===== config.mk =====
export PLATFORM = sky130hd
export DESIGN_NAME = acc_ctrl_unit
export DESIGN_NICKNAME = d
export VERILOG_FILES = /design/src/rtl/acc_ctrl_pkg.sv /design/src/rtl/acc_ctrl_decode.sv /design/src/rtl/acc_ctrl_pc.sv /design/src/rtl/acc_ctrl_stack.sv /design/src/rtl/acc_ctrl_unit.sv
export SDC_FILE = /design/constraint.sdc
export NUM_CORES = 1
export LEC_CHECK = 0
export BUFFER_PORTS_ARGS = -buffer_cell sky130_fd_sc_hd__buf_2
export CAP_MARGIN = 20
export CORE_MARGIN = 10
export CORE_UTILIZATION = 50
export CTS_BUF_LIST = sky130_fd_sc_hd__clkbuf_16
export CTS_CLUSTER_DIAMETER = 40
export CTS_CLUSTER_SIZE = 40
export DETAILED_ROUTE_END_ITERATION = 12
export GPL_TIMING_DRIVEN = 0
export PLACE_DENSITY = 0.77
export SLEW_MARGIN = 20
export SYNTH_ARGS = -nofsm -noshare
export SYNTH_HDL_FRONTEND = slang
export SYNTH_SLANG_ARGS = --single-unit

===== constraint.sdc =====
create_clock -name clk -period 3.85 [get_ports clk]
set_input_delay 0.9625 -clock clk [delete_from_list [all_inputs] [get_ports clk]]
set_output_delay 0.9625 -clock clk [all_outputs]
set_load 0.02 [all_outputs]

===== src/rtl/acc_ctrl_pkg.sv =====
package acc_ctrl_pkg;

  localparam int OPC_W   = 8;
  localparam int CODE_W  = 6;
  localparam int RSEL_W  = 3;

  typedef enum logic [4:0] {
    ALU_PASS = 5'd0,  ALU_ADD = 5'd1,  ALU_SUB = 5'd2,  ALU_AND = 5'd3,
    ALU_OR   = 5'd4,  ALU_XOR = 5'd5,  ALU_NOT = 5'd6,  ALU_NEG = 5'd7,
    ALU_SRA  = 5'd8,  ALU_SLA = 5'd9,  ALU_SRL = 5'd10, ALU_SLL = 5'd11,
    ALU_RRC  = 5'd12, ALU_RLC = 5'd13, ALU_CLR = 5'd14, ALU_HOLD = 5'd15,
    ALU_INC  = 5'd16, ALU_DEC = 5'd17
  } alu_op_e;

  typedef enum logic [2:0] {
    SRC_NONE = 3'd0, SRC_REG = 3'd1, SRC_MEM = 3'd2, SRC_IMM = 3'd3, SRC_PC = 3'd4
  } alu_src_e;

  typedef enum logic [1:0] {RWS_ACC = 2'd0, RWS_IMM = 2'd1, RWS_MEM = 2'd2} reg_wsrc_e;

  typedef enum logic [2:0] {
    PCM_STEP, PCM_ABS, PCM_COND, PCM_REL, PCM_ACC, PCM_HOLD
  } pc_mode_e;

  // index into the flag vector {eq, c, ov, z}
  typedef enum logic [1:0] {CND_Z = 2'd0, CND_OV = 2'd1, CND_C = 2'd2, CND_EQ = 2'd3} cond_e;

  typedef enum logic [1:0] {STK_NONE, STK_PUSH, STK_POP} stk_op_e;

  typedef enum logic [1:0] {ADR_NONE, ADR_OPND, ADR_ACC, ADR_STACK} adr_sel_e;

  typedef struct packed {
    alu_op_e           alu_op;
    alu_src_e          alu_src;
    logic              acc_we;
    logic [RSEL_W-1:0] rd_sel;
    logic              reg_we;
    logic [RSEL_W-1:0] wr_sel;
    reg_wsrc_e         wr_src;
    logic [2:0]        flag_clr;
    logic              mem_rd;
    logic              mem_wr;
    adr_sel_e          adr_sel;
    pc_mode_e          pc_mode;
    cond_e             cond;
    stk_op_e           stk_op;
  } ctrl_t;

  localparam logic [CODE_W-1:0] C_ADD_R  = 6'h00, C_ADD_M  = 6'h01, C_ADD_I  = 6'h02;
  localparam logic [CODE_W-1:0] C_SUB_R  = 6'h03, C_SUB_M  = 6'h04, C_SUB_I  = 6'h05;
  localparam logic [CODE_W-1:0] C_INC    = 6'h06, C_DEC    = 6'h07;
  localparam logic [CODE_W-1:0] C_SRA    = 6'h08, C_SLA    = 6'h09, C_SLL    = 6'h0A;
  localparam logic [CODE_W-1:0] C_SRL    = 6'h0B, C_RRC    = 6'h0C, C_RLC    = 6'h0D;
  localparam logic [CODE_W-1:0] C_AND_R  = 6'h0E, C_OR_R   = 6'h0F, C_XOR_R  = 6'h10;
  localparam logic [CODE_W-1:0] C_NOT    = 6'h11, C_NEG    = 6'h12;
  localparam logic [CODE_W-1:0] C_JMP    = 6'h13, C_JZ     = 6'h14, C_JOV    = 6'h15;
  localparam logic [CODE_W-1:0] C_JC     = 6'h16, C_JREL   = 6'h17, C_JEQ    = 6'h18;
  localparam logic [CODE_W-1:0] C_CLRZ   = 6'h19, C_CLROV  = 6'h1A, C_CLRC   = 6'h1B;
  localparam logic [CODE_W-1:0] C_CLRA   = 6'h1C, C_PC_LD  = 6'h1D, C_PC_SV  = 6'h1E;
  localparam logic [CODE_W-1:0] C_LDA_M  = 6'h1F, C_STA_M  = 6'h20, C_LDR0_I = 6'h21;
  localparam logic [CODE_W-1:0] C_LDR0_M = 6'h22, C_LDA_R  = 6'h23, C_STA_R  = 6'h24;
  localparam logic [CODE_W-1:0] C_LDA_IX = 6'h25;
  localparam logic [CODE_W-1:0] C_PUSH   = 6'h3C, C_POP    = 6'h3D, C_NOP    = 6'h3E;
  localparam logic [CODE_W-1:0] C_HALT   = 6'h3F;

endpackage


===== src/rtl/acc_ctrl_decode.sv =====
module acc_ctrl_decode
  import acc_ctrl_pkg::*;
(
  input  logic [CODE_W-1:0] code_i,
  input  logic [RSEL_W-1:0] opnd_sel_i,
  output ctrl_t             ctrl_o
);

  // accumulator-writing ALU operation with a chosen source
  function automatic ctrl_t acc_op(input ctrl_t base, input alu_op_e op, input alu_src_e src);
    ctrl_t c;
    c         = base;
    c.alu_op  = op;
    c.alu_src = src;
    c.acc_we  = 1'b1;
    return c;
  endfunction

  ctrl_t idle;

  always_comb begin
    idle          = '0;
    idle.alu_op   = ALU_HOLD;
    idle.alu_src  = SRC_NONE;
    idle.wr_src   = RWS_ACC;
    idle.adr_sel  = ADR_NONE;
    idle.pc_mode  = PCM_STEP;
    idle.cond     = CND_Z;
    idle.stk_op   = STK_NONE;

    ctrl_o = idle;
    unique case (code_i)
      C_ADD_R:  begin ctrl_o = acc_op(idle, ALU_ADD, SRC_REG); ctrl_o.rd_sel = opnd_sel_i; end
      C_ADD_M:  begin ctrl_o = acc_op(idle, ALU_ADD, SRC_MEM); ctrl_o.mem_rd = 1'b1; ctrl_o.adr_sel = ADR_OPND; end
      C_ADD_I:  ctrl_o = acc_op(idle, ALU_ADD, SRC_IMM);
      C_SUB_R:  begin ctrl_o = acc_op(idle, ALU_SUB, SRC_REG); ctrl_o.rd_sel = opnd_sel_i; end
      C_SUB_M:  begin ctrl_o = acc_op(idle, ALU_SUB, SRC_MEM); ctrl_o.mem_rd = 1'b1; ctrl_o.adr_sel = ADR_OPND; end
      C_SUB_I:  ctrl_o = acc_op(idle, ALU_SUB, SRC_IMM);
      C_INC:    ctrl_o = acc_op(idle, ALU_INC, SRC_NONE);
      C_DEC:    ctrl_o = acc_op(idle, ALU_DEC, SRC_NONE);
      C_SRA:    ctrl_o = acc_op(idle, ALU_SRA, SRC_NONE);
      C_SLA:    ctrl_o = acc_op(idle, ALU_SLA, SRC_NONE);
      C_SLL:    ctrl_o = acc_op(idle, ALU_SLL, SRC_NONE);
      C_SRL:    ctrl_o = acc_op(idle, ALU_SRL, SRC_NONE);
      C_RRC:    ctrl_o = acc_op(idle, ALU_RRC, SRC_NONE);
      C_RLC:    ctrl_o = acc_op(idle, ALU_RLC, SRC_NONE);
      C_AND_R:  begin ctrl_o = acc_op(idle, ALU_AND, SRC_REG); ctrl_o.rd_sel = opnd_sel_i; end
      C_OR_R:   begin ctrl_o = acc_op(idle, ALU_OR,  SRC_REG); ctrl_o.rd_sel = opnd_sel_i; end
      C_XOR_R:  begin ctrl_o = acc_op(idle, ALU_XOR, SRC_REG); ctrl_o.rd_sel = opnd_sel_i; end
      C_NOT:    ctrl_o = acc_op(idle, ALU_NOT, SRC_NONE);
      C_NEG:    ctrl_o = acc_op(idle, ALU_NEG, SRC_NONE);
      C_JMP:    ctrl_o.pc_mode = PCM_ABS;
      C_JZ:     begin ctrl_o.pc_mode = PCM_COND; ctrl_o.cond = CND_Z;  end
      C_JOV:    begin ctrl_o.pc_mode = PCM_COND; ctrl_o.cond = CND_OV; end
      C_JC:     begin ctrl_o.pc_mode = PCM_COND; ctrl_o.cond = CND_C;  end
      C_JEQ:    begin ctrl_o.pc_mode = PCM_COND; ctrl_o.cond = CND_EQ; end
      C_JREL:   ctrl_o.pc_mode = PCM_REL;
      C_CLRZ:   ctrl_o.flag_clr = 3'b001;
      C_CLROV:  ctrl_o.flag_clr = 3'b010;
      C_CLRC:   ctrl_o.flag_clr = 3'b100;
      C_CLRA:   ctrl_o = acc_op(idle, ALU_CLR, SRC_NONE);
      C_PC_LD:  ctrl_o.pc_mode = PCM_ACC;
      C_PC_SV:  ctrl_o = acc_op(idle, ALU_PASS, SRC_PC);
      C_LDA_M:  begin ctrl_o = acc_op(idle, ALU_PASS, SRC_MEM); ctrl_o.mem_rd = 1'b1; ctrl_o.adr_sel = ADR_OPND; end
      C_STA_M:  begin ctrl_o.mem_wr = 1'b1; ctrl_o.adr_sel = ADR_OPND; end
      C_LDR0_I: begin ctrl_o.reg_we = 1'b1; ctrl_o.wr_src = RWS_IMM; end
      C_LDR0_M: begin
        ctrl_o.reg_we  = 1'b1;
        ctrl_o.wr_src  = RWS_MEM;
        ctrl_o.mem_rd  = 1'b1;
        ctrl_o.adr_sel = ADR_OPND;
      end
      C_LDA_R:  begin ctrl_o = acc_op(idle, ALU_PASS, SRC_REG); ctrl_o.rd_sel = opnd_sel_i; end
      C_STA_R:  begin ctrl_o.reg_we = 1'b1; ctrl_o.wr_sel = opnd_sel_i; ctrl_o.wr_src = RWS_ACC; end
      C_LDA_IX: begin ctrl_o = acc_op(idle, ALU_PASS, SRC_MEM); ctrl_o.mem_rd = 1'b1; ctrl_o.adr_sel = ADR_ACC; end
      C_PUSH:   begin ctrl_o.mem_wr = 1'b1; ctrl_o.adr_sel = ADR_STACK; ctrl_o.stk_op = STK_PUSH; end
      C_POP:    begin
        ctrl_o         = acc_op(idle, ALU_PASS, SRC_MEM);
        ctrl_o.mem_rd  = 1'b1;
        ctrl_o.adr_sel = ADR_STACK;
        ctrl_o.stk_op  = STK_POP;
      end
      C_HALT:   ctrl_o.pc_mode = PCM_HOLD;
      default:  ctrl_o = idle;   // NOP and every unassigned code
    endcase
  end

endmodule


===== src/rtl/acc_ctrl_pc.sv =====
module acc_ctrl_pc
  import acc_ctrl_pkg::*;
#(
  parameter int PC_W   = 16,
  parameter int OPND_W = 32,
  parameter int ACC_W  = 32
) (
  input  logic              clk,
  input  logic              rst_n,
  input  pc_mode_e          mode_i,
  input  cond_e             cond_i,
  input  logic [3:0]        flags_i,   // {eq, c, ov, z}
  input  logic [OPND_W-1:0] opnd_i,
  input  logic [ACC_W-1:0]  acc_i,
  output logic [PC_W-1:0]   pc_o,
  output logic              taken_o
);

  function automatic logic [PC_W-1:0] f_step(input logic [PC_W-1:0] pc);
    return pc + PC_W'(1);
  endfunction

  function automatic logic [PC_W-1:0] f_rel(input logic [PC_W-1:0] pc, input logic [OPND_W-1:0] off);
    return pc + off[PC_W-1:0];
  endfunction

  logic [PC_W-1:0] pc_q, pc_nxt;

  assign taken_o = flags_i[cond_i];

  always_comb begin
    unique case (mode_i)
      PCM_ABS:  pc_nxt = opnd_i[PC_W-1:0];
      PCM_COND: pc_nxt = taken_o ? opnd_i[PC_W-1:0] : f_step(pc_q);
      PCM_REL:  pc_nxt = f_rel(pc_q, opnd_i);
      PCM_ACC:  pc_nxt = acc_i[PC_W-1:0];
      PCM_HOLD: pc_nxt = pc_q;
      default:  pc_nxt = f_step(pc_q);
    endcase
  end

  always_ff @(posedge clk or negedge rst_n) begin
    if (!rst_n) pc_q <= '0;
    else        pc_q <= pc_nxt;
  end

  assign pc_o = pc_q;

  p_halt_hold_r10: assert property (@(posedge clk) disable iff (!rst_n)
    mode_i == PCM_HOLD |=> pc_q == $past(pc_q));

  p_abs_target_r7: assert property (@(posedge clk) disable iff (!rst_n)
    mode_i == PCM_ABS |=> pc_q == $past(opnd_i[PC_W-1:0]));

  p_untaken_step_r8: assert property (@(posedge clk) disable iff (!rst_n)
    (mode_i == PCM_COND && !taken_o) |=> pc_q == f_step($past(pc_q)));

  p_acc_load_r9: assert property (@(posedge clk) disable iff (!rst_n)
    mode_i == PCM_ACC |=> pc_q == $past(acc_i[PC_W-1:0]));

endmodule


===== src/rtl/acc_ctrl_stack.sv =====
module acc_ctrl_stack
  import acc_ctrl_pkg::*;
#(
  parameter int SP_W = 4
) (
  input  logic            clk,
  input  logic            rst_n,
  input  stk_op_e         op_i,
  output logic [SP_W-1:0] sp_o,
  output logic [SP_W-1:0] sp_below_o,
  output logic            err_o,
  output logic            push_ok_o,
  output logic            pop_ok_o
);

  localparam logic [SP_W-1:0] SP_TOP = {SP_W{1'b1}};

  logic [SP_W-1:0] sp_q;
  logic            full, empty;

  assign full       = (sp_q == SP_TOP);
  assign empty      = (sp_q == '0);
  assign push_ok_o  = (op_i == STK_PUSH) && !full;
  assign pop_ok_o   = (op_i == STK_POP)  && !empty;
  assign err_o      = ((op_i == STK_PUSH) && full) || ((op_i == STK_POP) && empty);
  assign sp_below_o = sp_q - SP_W'(1);

  always_ff @(posedge clk or negedge rst_n) begin
    if (!rst_n)         sp_q <= '0;
    else if (push_ok_o) sp_q <= sp_q + SP_W'(1);
    else if (pop_ok_o)  sp_q <= sp_below_o;
  end

  assign sp_o = sp_q;

  p_push_inc_r11: assert property (@(posedge clk) disable iff (!rst_n)
    (op_i == STK_PUSH && !err_o) |=> sp_q == $past(sp_q) + SP_W'(1));

  p_pop_dec_r12: assert property (@(posedge clk) disable iff (!rst_n)
    (op_i == STK_POP && !err_o) |=> sp_q == $past(sp_q) - SP_W'(1));

  p_err_keep_r13: assert property (@(posedge clk) disable iff (!rst_n)
    err_o |=> $stable(sp_q));

  p_idle_keep_r13: assert property (@(posedge clk) disable iff (!rst_n)
    op_i == STK_NONE |=> $stable(sp_q));

endmodule


===== src/rtl/acc_ctrl_unit.sv =====
module acc_ctrl_unit
  import acc_ctrl_pkg::*;
#(
  parameter int PC_W   = 16,
  parameter int DA_W   = 16,
  parameter int SP_W   = 4,
  parameter int OPND_W = 32,
  parameter int ACC_W  = 32
) (
  input  logic                    clk,
  input  logic                    rst_n,
  input  logic [OPND_W+OPC_W-1:0] instr_i,
  input  logic                    flag_z_i,
  input  logic                    flag_ov_i,
  input  logic                    flag_c_i,
  input  logic                    flag_eq_i,
  input  logic [ACC_W-1:0]        acc_i,
  output logic [PC_W-1:0]         pc_o,
  output logic [4:0]              alu_op_o,
  output logic [2:0]              alu_src_o,
  output logic                    acc_we_o,
  output logic [RSEL_W-1:0]       reg_rd_sel_o,
  output logic                    reg_we_o,
  output logic [RSEL_W-1:0]       reg_wr_sel_o,
  output logic [1:0]              reg_wr_src_o,
  output logic [2:0]              flag_clr_o,
  output logic [DA_W-1:0]         mem_addr_o,
  output logic                    mem_re_o,
  output logic                    mem_we_o,
  output logic [SP_W-1:0]         sp_o,
  output logic                    stack_err_o
);

  localparam int CODE_LSB = OPND_W;

  logic [CODE_W-1:0] code;
  logic [OPND_W-1:0] opnd;
  ctrl_t             ctrl;
  logic [SP_W-1:0]   sp_now, sp_below;
  logic              stk_err, push_ok, pop_ok, br_taken;

  assign code = instr_i[CODE_LSB +: CODE_W];   // bits above are reserved
  assign opnd = instr_i[OPND_W-1:0];

  acc_ctrl_decode u_dec (
    .code_i     (code),
    .opnd_sel_i (opnd[RSEL_W-1:0]),
    .ctrl_o     (ctrl)
  );

  acc_ctrl_pc #(.PC_W(PC_W), .OPND_W(OPND_W), .ACC_W(ACC_W)) u_pc (
    .clk     (clk),
    .rst_n   (rst_n),
    .mode_i  (ctrl.pc_mode),
    .cond_i  (ctrl.cond),
    .flags_i ({flag_eq_i, flag_c_i, flag_ov_i, flag_z_i}),
    .opnd_i  (opnd),
    .acc_i   (acc_i),
    .pc_o    (pc_o),
    .taken_o (br_taken)
  );

  acc_ctrl_stack #(.SP_W(SP_W)) u_stk (
    .clk        (clk),
    .rst_n      (rst_n),
    .op_i       (ctrl.stk_op),
    .sp_o       (sp_now),
    .sp_below_o (sp_below),
    .err_o      (stk_err),
    .push_ok_o  (push_ok),
    .pop_ok_o   (pop_ok)
  );

  always_comb begin
    unique case (ctrl.adr_sel)
      ADR_OPND:  mem_addr_o = opnd[DA_W-1:0];
      ADR_ACC:   mem_addr_o = acc_i[DA_W-1:0];
      ADR_STACK: mem_addr_o = stk_err ? '0 : DA_W'(push_ok ? sp_now : sp_below);
      default:   mem_addr_o = '0;
    endcase
  end

  assign alu_op_o     = ctrl.alu_op;
  assign alu_src_o    = ctrl.alu_src;
  assign acc_we_o     = ctrl.acc_we && !stk_err;
  assign reg_rd_sel_o = ctrl.rd_sel;
  assign reg_we_o     = ctrl.reg_we;
  assign reg_wr_sel_o = ctrl.wr_sel;
  assign reg_wr_src_o = ctrl.wr_src;
  assign flag_clr_o   = ctrl.flag_clr;
  assign mem_re_o     = ctrl.mem_rd && !stk_err;
  assign mem_we_o     = ctrl.mem_wr && !stk_err;
  assign sp_o         = sp_now;
  assign stack_err_o  = stk_err;

  p_strobe_excl_r6: assert property (@(posedge clk) disable iff (!rst_n)
    !(mem_we_o && mem_re_o));

  p_err_quiet_r13: assert property (@(posedge clk) disable iff (!rst_n)
    stack_err_o |-> (!mem_we_o && !mem_re_o && !acc_we_o));

  p_push_addr_r11: assert property (@(posedge clk) disable iff (!rst_n)
    push_ok |-> (mem_we_o && mem_addr_o == DA_W'(sp_o)));

  p_taken_jump_r8: assert property (@(posedge clk) disable iff (!rst_n)
    (ctrl.pc_mode == PCM_COND && br_taken) |=> pc_o == $past(opnd[PC_W-1:0]));

endmodule


==> out/qor.yml <==
die_h_um: 106
grt_pass1_wl_um: 22300
crit_path_end_kind: "output pin"
ys_seq_area_share_pct: 13.6
overflow: 0
cts_tree: "yes"
hold_start: "u_pc.pc_o[9]"
post-route-min-period_ns: 3.80
cts_inserted_buffers: 3
area_growth_pct: 22.0
io_pins: 138
grt_max_degree: 21
cts-root-buf: "clkbuf_16"
path_max_fanout: 10
status: "complete, no violations"
r2r_start: "u_pc.pc_o[10]"
p_leak_nw: 2.01
maxCapViolations: 0
ant_nets: 0
crit_chain: "buf_2 > buf_2 > or2_2 > o22ai_1 > a21oi_1 > o22ai_2 > clkbuf_4 > nand2_1 > o21ai_0 > buf_2"
postCtsHoldBufs: 0
die_w_um: 106
synthAdderAreaFrac_pct: 7.33
fmax_mhz: 263
cp_top_family: "buffers and inverters"
synth_top_family_by_area: "compound AO/OA/AOI/OAI gates"
n_antenna_cell: 0
ys_ff_latch: 20
hold_viol_final: 0
layout_common_cells: "106 x buf_2, 49 x a21oi_1, 46 x nor2_1, 41 x nand2_1, 32 x o21ai_0"
path_buf_inv: 4
startpoint: "instr_i[35]"
powerDensity_nw_per_um2: 421
first_pass_iters: 5
crit_required_ns: 2.89
max_stage_delay_ns: 0.35
grt_pass1_vias: 4343
ys_types: 78
async_reset_ff_share_pct: 100
reg2regPathDepth: 8
worst_setup_path_start_kind: "input port"
rows: 31
synth_xor_area_share_pct: 4.51
cpMostUsedCell: "buf_2"
worst-slew-pin-transition_ns: 0.847
synth-simple-area-share_pct: 27.4
crit-reg2reg-capture: "u_pc.pc_o[15]"
synth_edf_count: 0
gp_congestion: 0.956
htree_num_levels: 1
design.core.area_um2: 7210
via_count: 4727
cp.arrival_ns: 2.84
finalClockSkew_ns: 0.0191
syn_area_um2: 3690
avgSynthCellArea_um2: 7.13
dp_hpwl_um: 10900
slowest_stage: "or2_2"
synthMuxAreaShare_pct: 2.51
synth_cells: 517
antenna_found_initial: 0
drt-total-wl_um: 14300
drc: 0
reg2reg_setup_slack_ns: 1.18
start_util_pct: 51.1
clk_pin_slew_worst_paths_ns: 0.08
crit_type: "input port to output pin"
numPortBuffers: 102
viasPerCell: 6.57
nets: 721
grt_usage_pct: 23.4
synth_warnings: 0
final-setup-viol-count: 0
cp.depth: 10
endpoint: "mem_addr_o[3]"
vdd_drop_max_mv: 0.400
tns_ns: 0
wl_per_cell_um: 19.8
hold_class: "register to register"
max-slew-margin-rel_pct: 43.1
die_area_um2: 11200
layout-drive-gt1-share_pct: 25.9
final_common_cell: "buf_2"
rsz0062_at_grt: "true"
clk_latency_ns: 0.27
finalCritPeriodShare_pct: 98.7
yosys_most_used_dff: "dfrtp_1"
drt-initial-drc-count: 377
drv_slew: 0
placed_cells: 718
layout.cells.non_filler: 720
cts_max_path_buffers: 2
synthesis.nets: 616
synth-compound-area-share_pct: 38.1
clock_sinks: 20
==> stage by stage <==
step / hold slack, ns / util [%] / power (mW) / instance area, um2 / worst slack [ns]
floorplan: 0.662 / - / 1.23 / 3690 / 0.0740
global route: 0.643 / 62.4 / 2.03 / 4500 / -0.0421
detailed placement: 0.615 / 59.9 / 1.56 / 4320 / -0.555
global placement: 0.605 / 59.9 / 1.53 / 4320 / -0.492
CTS: 0.620 / 62.0 / 1.87 / 4470 / 0.0129
finish: 0.629 / 62.4 / 1.90 / 4500 / 0.0490
==> what timing repair did <==
action	CTS	global route
endpoints found under the setup margin	15	19
gates resized for setup	12	20
setup buffers	2	0
hold endpoints to repair	0	0
pin swaps	3	1
==> tightest hold or removal path, delay by kind of cell, from the launching register on <==
family / cells / cell delay, ns
compound gates: 1 / 0.05
flops: 1 / 0.43
simple gates: 1 / 0.11
==> report_power, final <==
part	total, mW	switching (mW)	internal [mW]
Sequential	0.410	0.131	0.279
Clock	0.303	0.0960	0.207
Combinational	1.18	0.698	0.485
==> cells by family after synthesis <==
kind of cell	count (synthesis)
flops	20
simple gates	194
mux	9
compound gates	199
xor+xnor	19
buf+inv	55
fa+ha+maj	21
==> synth_stat cells (5+ instances only) <==
library cell	count	area [um2]
nand2b_1	12	75.1
xor2_1	6	52.6
nand2_1	42	158
a22o_1	13	114
a221oi_2	6	90.1
nor3_1	18	90.1
o22ai_1	10	62.6
o21ai_0	33	165
mux2i_1	7	70.1
a21oi_1	49	245
nand4_1	6	37.5
a31oi_1	10	62.6
or2_2	5	31.3
o31ai_1	7	52.6
and3_1	5	31.3
a221oi_1	8	70.1
o21a_1	5	37.5
inv_1	11	41.3
and2_1	5	31.3
nor2b_1	9	56.3
buf_1	6	22.5
nor2_1	47	176
a21o_1	6	45.0
a211oi_1	5	37.5
clkbuf_1	22	82.6
xnor2_1	13	114
ha_1	20	250
dfrtp_1	20	500
buf_2	11	55.1
nand3_1	13	65.1
==> metal layers <==
layer	global-route usage, %	share of wire, %	wire length (um)
met5	0	0	0
met4	7.25	2.5	352
met2	37.5	45	6450
met3	3.80	9.2	1320
met1	31.4	43	6150
==> worst min path at each step <==
stage	end	slack (ns)	cells after the start
after floorplan	u_stk.sp_o[1]	0.66	2
after global placement	u_pc.pc_o[4]	0.61	2
after detailed placement	u_pc.pc_o[11]	0.62	2
after CTS	u_pc.pc_o[9]	0.62	2
after global routing	u_pc.pc_o[11]	0.64	2
final	u_pc.pc_o[9]	0.63	2
==> layout make-up <==
class                      instances  area [um2]
multi-input combinational        442        2990
fill                             719        2710
timing repair buffer             104         528
sequential                        20         500
buffer                            39         209
tap                               99         124
clock buffer                       3        75.1
inverter                          12        45.0
clock inverter                     1        30.0
==> registers in the layout (all words and copies together), names as in the netlist <==
| register | cells |
|---|---|
| u_stk.sp_o | 4 |
| u_pc.pc_o | 16 |
Note: power is estimated with default switching activity, not from simulation.
